[src/rtl/seq_pkg.sv]
package seq_pkg;
    typedef enum logic [2:0] {
        OP_NOP   = 3'd0,
        OP_MAC   = 3'd1,
        OP_STORE = 3'd2,
        OP_SKIPC = 3'd3,
        OP_END   = 3'd4
    } op_e;
endpackage

[src/rtl/seq_decode.sv]
module seq_decode
    import seq_pkg::*;
#(
    parameter int DLY_AW = 4,
    localparam int IW = DLY_AW + 4
) (
    input  logic [IW-1:0]     instr,
    output op_e               op,
    output logic              coef_use,
    output logic [DLY_AW-1:0] ofs
);
    always_comb begin
        op       = op_e'(instr[IW-1:DLY_AW+1]);
        coef_use = instr[DLY_AW];
        ofs      = instr[DLY_AW-1:0];
    end
endmodule

[src/rtl/seq_dly_agen.sv]
module seq_dly_agen #(
    parameter int DLY_AW = 4
) (
    input  logic [DLY_AW-1:0] base,
    input  logic [DLY_AW-1:0] ofs,
    output logic [DLY_AW-1:0] addr
);
    // ring length is 2**DLY_AW: modular wrap is the natural carry drop
    always_comb addr = base + ofs;
endmodule

[src/rtl/seq_core.sv]
module seq_core
    import seq_pkg::*;
#(
    parameter int PROG_DEPTH = 256,
    parameter int COEF_AW    = 8,
    parameter int DLY_AW     = 4,
    localparam int PC_W      = $clog2(PROG_DEPTH),
    localparam int IW        = DLY_AW + 4
) (
    input  logic               clk,
    input  logic               rst_n,
    input  logic               smp_rdy_i,
    input  logic               cond_i,
    input  logic [IW-1:0]      instr_i,
    output logic [PC_W-1:0]    pc_o,
    output logic [COEF_AW-1:0] coef_addr_o,
    output logic [DLY_AW-1:0]  dly_addr_o,
    output logic               acc_en_o,
    output logic               wr_en_o,
    output logic               busy_o,
    output logic               overrun_o
);
    generate
        if (PROG_DEPTH != 256 && PROG_DEPTH != 512) begin : g_bad_depth
            $error("PROG_DEPTH must be 256 or 512");
        end
    endgenerate

    typedef struct packed {
        logic               run;
        logic [PC_W-1:0]    pc;
        logic [COEF_AW-1:0] coef;
        logic [DLY_AW-1:0]  base;
        logic               skip;
        logic               pend;
        logic               ovr;
    } seq_st_t;

    seq_st_t st_d, st_q;

    op_e               dec_op;
    logic              dec_coef;
    logic [DLY_AW-1:0] dec_ofs;
    logic              live;
    logic              end_exec;

    seq_decode #(.DLY_AW(DLY_AW)) u_dec (
        .instr    (instr_i),
        .op       (dec_op),
        .coef_use (dec_coef),
        .ofs      (dec_ofs)
    );

    seq_dly_agen #(.DLY_AW(DLY_AW)) u_agen (
        .base (st_q.base),
        .ofs  (dec_ofs),
        .addr (dly_addr_o)
    );

    assign live     = st_q.run & ~st_q.skip;
    assign end_exec = live & (dec_op == OP_END);

    always_comb begin
        st_d = st_q;
        if (!st_q.run) begin
            if (smp_rdy_i) st_d.run = 1'b1;
        end else begin
            if (smp_rdy_i) begin
                st_d.ovr  = 1'b1;
                st_d.pend = 1'b1;
            end
            st_d.skip = live & (dec_op == OP_SKIPC) & cond_i;
            if (end_exec) begin
                st_d.pc   = '0;
                st_d.coef = '0;
                st_d.base = st_q.base - DLY_AW'(1);
                st_d.run  = st_q.pend | smp_rdy_i;
                st_d.pend = 1'b0;
                st_d.skip = 1'b0;
            end else begin
                st_d.pc = st_q.pc + PC_W'(1);
                if (dec_coef) st_d.coef = st_q.coef + COEF_AW'(1);
            end
        end
    end

    always_ff @(posedge clk or negedge rst_n) begin
        if (!rst_n) st_q <= '0;
        else        st_q <= st_d;
    end

    assign pc_o        = st_q.pc;
    assign coef_addr_o = st_q.coef;
    assign busy_o      = st_q.run;
    assign overrun_o   = st_q.ovr;
    assign acc_en_o    = live & (dec_op == OP_MAC);
    assign wr_en_o     = live & (dec_op == OP_STORE);
endmodule

[config.mk]
export PLATFORM = sky130hd
export DESIGN_NAME = seq_core
export DESIGN_NICKNAME = d
export VERILOG_FILES = /design/src/rtl/seq_pkg.sv /design/src/rtl/seq_decode.sv /design/src/rtl/seq_dly_agen.sv /design/src/rtl/seq_core.sv
export SDC_FILE = /design/constraint.sdc
export NUM_CORES = 1
export LEC_CHECK = 0
export BUFFER_PORTS_ARGS = -buffer_cell sky130_fd_sc_hd__buf_2
export CAP_MARGIN = 20
export CORE_MARGIN = 2
export CORE_UTILIZATION = 25
export DETAILED_ROUTE_END_ITERATION = 10
export PLACE_DENSITY_LB_ADDON = 0.15
export SYNTH_ARGS = -nofsm -noshare
export SYNTH_HDL_FRONTEND = slang
export SYNTH_HIERARCHICAL = 1
export SYNTH_SLANG_ARGS = --single-unit
export TNS_END_PERCENT = 100
[constraint.sdc]
create_clock -name clk -period 1.29 [get_ports clk]
set_clock_uncertainty 0.05 [all_clocks]
set_input_delay 0.1935 -clock clk [delete_from_list [all_inputs] [get_ports clk]]
set_output_delay 0.1935 -clock clk [all_outputs]
set_load 0.1 [all_outputs]
==> impl_metrics.env, run 1 <==
export IMPL_syn_avg_cell_area_um2=9.98
export IMPL_dieWidth_um=80.1
export IMPL_nets=219
export IMPL_cap_violations=0
export IMPL_clockBufferDepth=2
export IMPL_port_buffers=35
export IMPL_p_seq_share_pct=17.6
export IMPL_topRoutingLayerUsed="met4"
export IMPL_status="finished, violations left"
export IMPL_post_dp_hpwl_um=2420
export IMPL_instances_no_fill=271
export IMPL_grt_pass1_wl_um=6130
export IMPL_worstSetupPathType="flop to output port"
export IMPL_grt_antenna_before_repair=0
export IMPL_area_growth_pct=78.5
export IMPL_dr_pass1_iters=4
export IMPL_finalCritPeriodShare_pct=147
export IMPL_syn_inst=145
export IMPL_synthesis_nets=164
export IMPL_route_met3_wl_um=116
export IMPL_wl_per_cell_um=13.0
export IMPL_num_vias=1210
export IMPL_rsz0062_at_grt="true"
export IMPL_power_leakage_uw=0.00110
export IMPL_gp_congestion=0.724
export IMPL_combPwrFrac_pct=75.0
export IMPL_yosys_area_top_type="dfrtp_1"
export IMPL_antenna_cells=0
export IMPL_critPathRequiredTime_ns=1.05
export IMPL_cts_clk_slew_worst_paths_ns=0.09
export IMPL_path_max_fanout=2
export IMPL_fmax_mhz=529
export IMPL_vias_per_cell=4.46
export IMPL_rows=27
export IMPL_relSlewSlack_pct=73.7
export IMPL_fin_area_um2=2580
export IMPL_critPathArrivalTime_ns=1.65
export IMPL_critical_path_startpoint_type="flop"
export IMPL_synth_cell_types=32
export IMPL_report_final_slew_viol_count=0
export IMPL_drt_met1_wl_um=1590
export IMPL_layout_common_cells="buf_4 (32), buf_12 (25), dfrtp_1 (22)"
export IMPL_wl_met2_um=1780
export IMPL_worstSetupEndpointType="output port"
export IMPL_setup_viol=29
export IMPL_clkSinkCount=24
export IMPL_grt_max_degree=25
export IMPL_synth_area_top_cells="dfrtp_1 (41%), buf_4 (13%), ha_1 (5.2%)"
export IMPL_crit_chain="ha_1 > a21o_1 > a21oi_4 > xnor2_4 > buf_12"
export IMPL_ir_drop_mv=1.56
export IMPL_tightest_slew_ns=0.394
export IMPL_wirelength_um=3530
export IMPL_violations="negative setup slack"
export IMPL_drtIter0Drc=34
export IMPL_numPlacedInstances=252
export IMPL_core_um2=5540
export IMPL_start_util_pct=26.1
export IMPL_ys_warn_count=6
export IMPL_worst_path_max_delay_cell="dfrtp_1"
export IMPL_drc=0
export IMPL_p_per_area_nw_per_um2=2460
export IMPL_swShare_pct=50.7
export IMPL_path_buf_inv=1
export IMPL_mostFrequentLayoutCell="buf_4"
export IMPL_grt_util_all_layers_pct=12.0
export IMPL_clock_power_share_pct=7.4
export IMPL_final_hold_viol_count=0
export IMPL_htreeDepth=1
export IMPL_drive_above_1_share_pct=62.3
export IMPL_numCtsBuffers=3
export IMPL_switchingPower_uw=3220
export IMPL_seq_area_frac_synth_pct=41.5
export IMPL_cts_tree="built"
export IMPL_p_int_uw=3130
export IMPL_cp_top_family="flip-flops"
export IMPL_grt_pass1_vias=1347
export IMPL_boundaryPins=36
export IMPL_dpl_cell_area_um2=2200
export IMPL_ant_nets=0
export IMPL_worst_slack_ns=-0.602
export IMPL_hp_class="input port to flop"
export IMPL_clk_latency_ns=0.27
export IMPL_overflow=0
export IMPL_cts_root_buf="clkbuf_8"
export IMPL_die_h_um=80.1
export IMPL_synth_area_um2=1450
export IMPL_fin_crit_ns=1.89
export IMPL_synth_top_cell_area_share_pct=41.5
export IMPL_dieArea_um2=6420
export IMPL_ys_ff_latch=24
export IMPL_critPathMaxStageDelay_ns=0.39
==> state kept, by name (all words and copies together) (netlist names) <==
signal and count:
coef_addr_o 8, pc_o 8, st_q 6, busy_o 1, overrun_o 1
==> power by group through the flow <==
| stage | Combinational [uW] | Sequential [uW] | Clock (uW) |
|---|---|---|---|
| after floorplan | 2870 | 1180 | 0 |
| after global placement | 4340 | 1120 | 0 |
| after detailed placement | 4380 | 1130 | 0 |
| after CTS | 4730 | 1120 | 488 |
| after global routing | 4970 | 1140 | 511 |
| final | 4760 | 1120 | 473 |
==> layer usage <==
metal	vias up	track usage, %
li1	586	-
met1	593	15.2
met2	26	21.0
met3	5	1.57
met4	0	4.07
met5	-	0
==> through the flow <==
step	hold slack, ns	util [%]	total power [uW]	setup slack [ns]	TNS (ns)
CTS	0.0859	46.6	6340	-0.621	-6.75
finish	0.0850	46.6	6350	-0.602	-5.82
global placement	0.154	39.7	5460	-0.330	-1.72
global route	0.0929	46.6	6620	-0.657	-7.35
detailed placement	0.160	39.7	5510	-0.355	-2.69
floorplan	-0.152	-	4050	-0.915	-10.79
==> synthesized netlist by cell type <==
master and n:
buf_4 25, dfrtp_1 24, a21oi_1 13, o21ai_0 8
nand3_1 7, or3_1 7, ha_1 6, nor2_1 6
xor2_1 6, inv_1 5, nand2_1 5, nand4_1 5
xnor2_1 5, a21o_1 3, nand2b_1 2, nor4b_1 2
a21oi_2 1, and2_1 1, buf_2 1, buf_6 1
buf_8 1, clkbuf_1 1, fa_1 1, mux2_2 1
nand3b_1 1, nand4_2 1, nand4b_1 1, nor3_1 1
nor4b_4 1, o22ai_1 1, o31ai_1 1, or4_1 1
==> cells by family (layout without fill, tap and decap cells) <==
kind of cell / Yosys count / after routing / synth area share [%]
multiplexers: 1 / 1 / 0.778
AND/OR/NAND/NOR: 41 / 41 / 17.5
AO/OA/AOI/OAI: 27 / 27 / 10.4
flip-flops: 24 / 24 / 41.5
XOR/XNOR: 11 / 11 / 6.65
adder cells (fa/ha/maj): 7 / 7 / 6.57
buffers and inverters: 34 / 88 / 16.7
==> final timing paths <==
| path | start | cells past startpoint | to | slack, ns |
|---|---|---|---|---|
| min reg2reg | overrun_o | 1 | overrun_o | 0.47 |
| min | smp_rdy_i | 2 | busy_o | 0.09 |
| max | st_q[4] | 5 | dly_addr_o[3] | -0.60 |
| min in group asynchronous | rst_n | 3 | pc_o[5] | 0.38 |
| max reg2reg | busy_o | 6 | coef_addr_o[5] | -0.22 |
| max in group asynchronous | rst_n | 3 | busy_o | 0.54 |
==> what timing repair did <==
item	in CTS	in global routing
pin swaps	12	6
setup buffers	12	4
gates cloned	3	0
hold buffers	1	0
resized for setup	36	10
setup endpoints to repair	29	32
hold endpoints to repair	24	0
==> worst reg2reg max path, delay by kind of cell (launching register included) <==
family / cells / cell delay (ns)
AO/OA/AOI/OAI: 1 / 0.12
buffers and inverters: 3 / 0.39
flip-flops: 1 / 0.45
AND/OR/NAND/NOR: 2 / 0.43
==> area by class of cell <==
class / instances / area (um^2)
repair buffers: 79 / 962
flip-flops and latches: 24 / 606
fillers: 531 / 2960
inverters: 5 / 18.8
multi-input cells: 87 / 862
well taps: 72 / 90.1
clock buffers: 4 / 45.0
Power figures use the tool's default switching activity.
==> run 2: changes to the inputs <==
--- a/config.mk
+++ b/config.mk
@@ -7,9 +7,12 @@
 export LEC_CHECK = 0
 export BUFFER_PORTS_ARGS = -buffer_cell sky130_fd_sc_hd__buf_2
 export CAP_MARGIN = 20
+export CELL_PAD_IN_SITES_DETAIL_PLACEMENT = 1
+export CELL_PAD_IN_SITES_GLOBAL_PLACEMENT = 1
 export CORE_MARGIN = 2
 export CORE_UTILIZATION = 25
 export DETAILED_ROUTE_END_ITERATION = 10
+export MAX_ROUTING_LAYER = met4
 export PLACE_DENSITY_LB_ADDON = 0.15
 export SYNTH_ARGS = -nofsm -noshare
 export SYNTH_HDL_FRONTEND = slang
==> run 2 against run 1 <==
The flow still finishes with violations (negative setup slack). Clock power grew 12%. Via count grew 6.4%. Clock-buffer cell count is the same.
==> impl_metrics.env, run 2 (synthesis gave the netlist of run 1 again) <==
export IMPL_power_leakage_uw=0.00121
export IMPL_start_util_pct=26.1
export IMPL_critPathArrivalTime_ns=1.66
export IMPL_fin_crit_ns=1.90
export IMPL_dr_pass1_iters=3
export IMPL_critical_path_depth=5
export IMPL_finalCritPeriodShare_pct=147
export IMPL_grt_util_all_layers_pct=15.5
export IMPL_tightest_slew_ns=0.393
export IMPL_cts_tree="built"
export IMPL_min_path_cells=2
export IMPL_topRoutingLayerUsed="met4"
export IMPL_fin_area_um2=2800
export IMPL_critPathRequiredTime_ns=1.05
export IMPL_worstSetupEndpointType="output port"
export IMPL_wirelength_um=4430
export IMPL_clockBufferDepth=2
export IMPL_dpl_cell_area_um2=2250
export IMPL_p_total_uw=6650
export IMPL_worst_path_max_delay_cell="dfrtp_1"
export IMPL_area_growth_pct=93.3
export IMPL_route_met3_wl_um=112
export IMPL_htreeDepth=1
export IMPL_cts_clk_slew_worst_paths_ns=0.09
export IMPL_worst_slack_ns=-0.612
export IMPL_nets=230
export IMPL_fmax_mhz=526
export IMPL_path_max_fanout=2
export IMPL_critical_path_startpoint_type="flop"
export IMPL_final_setup_tns_ns=-6.36
export IMPL_wl_met2_um=2490
export IMPL_clkSinkCount=24
export IMPL_core_um2=5540
export IMPL_rows=27
export IMPL_die_h_um=80.1
export IMPL_ir_drop_mv=1.62
export IMPL_vias_per_cell=4.57
export IMPL_layout_common_cells="buf_4 (29), buf_12 (29), dfrtp_1 (21)"
export IMPL_drive_above_1_share_pct=65.7
export IMPL_path_buf_inv=1
export IMPL_dieArea_um2=6420
export IMPL_port_buffers=35
export IMPL_r2r_cells=6
export IMPL_worstSetupPathType="flop to output port"
export IMPL_drc=0
export IMPL_post_dp_hpwl_um=2850
export IMPL_critPathMaxStageDelay_ns=0.40
export IMPL_grt_pass1_wl_um=7420
export IMPL_grt_pass1_vias=1450
export IMPL_numCtsBuffers=3
export IMPL_crit_chain="ha_1 > a21o_1 > a21oi_4 > xnor2_4 > buf_12"
export IMPL_dieWidth_um=80.1
export IMPL_drt_met1_wl_um=1780
export IMPL_p_per_area_nw_per_um2=2380
export IMPL_drtIter0Drc=30
export IMPL_grt_max_degree=25
export IMPL_setup_viol=30
export IMPL_report_final_slew_viol_count=0
export IMPL_num_vias=1288
export IMPL_final_hold_viol_count=0
export IMPL_status="finished, violations left"
export IMPL_cp_top_family="flip-flops"
export IMPL_cts_root_buf="clkbuf_8"
export IMPL_relSlewSlack_pct=73.7
export IMPL_clk_latency_ns=0.27
export IMPL_overflow=0
export IMPL_hp_class="input port to flop"
export IMPL_gp_congestion=0.688
export IMPL_wl_per_cell_um=15.7
export IMPL_violations="negative setup slack"
export IMPL_ant_nets=0
export IMPL_boundaryPins=36
export IMPL_antenna_cells=0
export IMPL_cap_violations=0
export IMPL_rsz0062_at_grt="true"
export IMPL_grt_antenna_before_repair=0
==> run 2: where the power goes <==
part           leakage, uW  internal, uW  total, uW  switching, uW
sequential        0.000297           960       1160            202
clock            0.0000288           273        532            260
combinational     0.000881          2060       4950           2890
==> run 2: worst reg2reg max path, cell delays in order, from the launching register on <==
cell     delay [ns]
dfrtp_1        0.41
buf_6          0.13
nor4b_4        0.27
buf_4          0.17
buf_6          0.09
a21oi_2        0.05
mux2_4         0.26
==> run 2: repair_timing <==
| action | in CTS | in global routing |
|---|---|---|
| hold buffers | 1 | 0 |
| pin swaps | 20 | 10 |
| endpoints found under the hold margin | 24 | 0 |
| gates cloned | 3 | 0 |
| setup buffers | 15 | 3 |
| setup endpoints to repair | 30 | 36 |
| resized for setup | 38 | 21 |
==> run 2: worst paths after layout <==
check / from / endpoint / slack (ns)
min: smp_rdy_i / busy_o / 0.09
max: st_q[4] / dly_addr_o[3] / -0.61
max reg2reg: st_q[2] / pc_o[0] / -0.24
min reg2reg: st_q[1] / st_q[1] / 0.48
max in group asynchronous: rst_n / busy_o / 0.51
min in group asynchronous: rst_n / pc_o[4] / 0.39
==> run 2: final cells by class <==
type	instances	area (um^2)
repair buffers	90	1120
multi-input cells	87	906
well taps	72	90.1
fillers	599	2740
clock buffers	4	55.1
inverters	5	18.8
flip-flops and latches	24	607
==> run 2: per-layer routing <==
metal,track usage [%],up-vias
met1,17.9,657
met2,27.8,19
li1,-,610
met3,2.13,2
met5,-,-
met4,5.08,0
==> run 2: metrics by stage <==
stage | util, % | cells | setup WS, ns | hold slack, ns
2_1_floorplan | - | 145 | -0.915 | -0.152
3_3_place_gp | 40.7 | 259 | -0.335 | 0.156
3_5_place_dp | 40.7 | 259 | -0.354 | 0.164
4_1_cts | 48.8 | 281 | -0.632 | 0.0902
5_1_grt | 50.5 | 282 | -0.677 | 0.0949
6_report | 50.5 | 282 | -0.612 | 0.0942
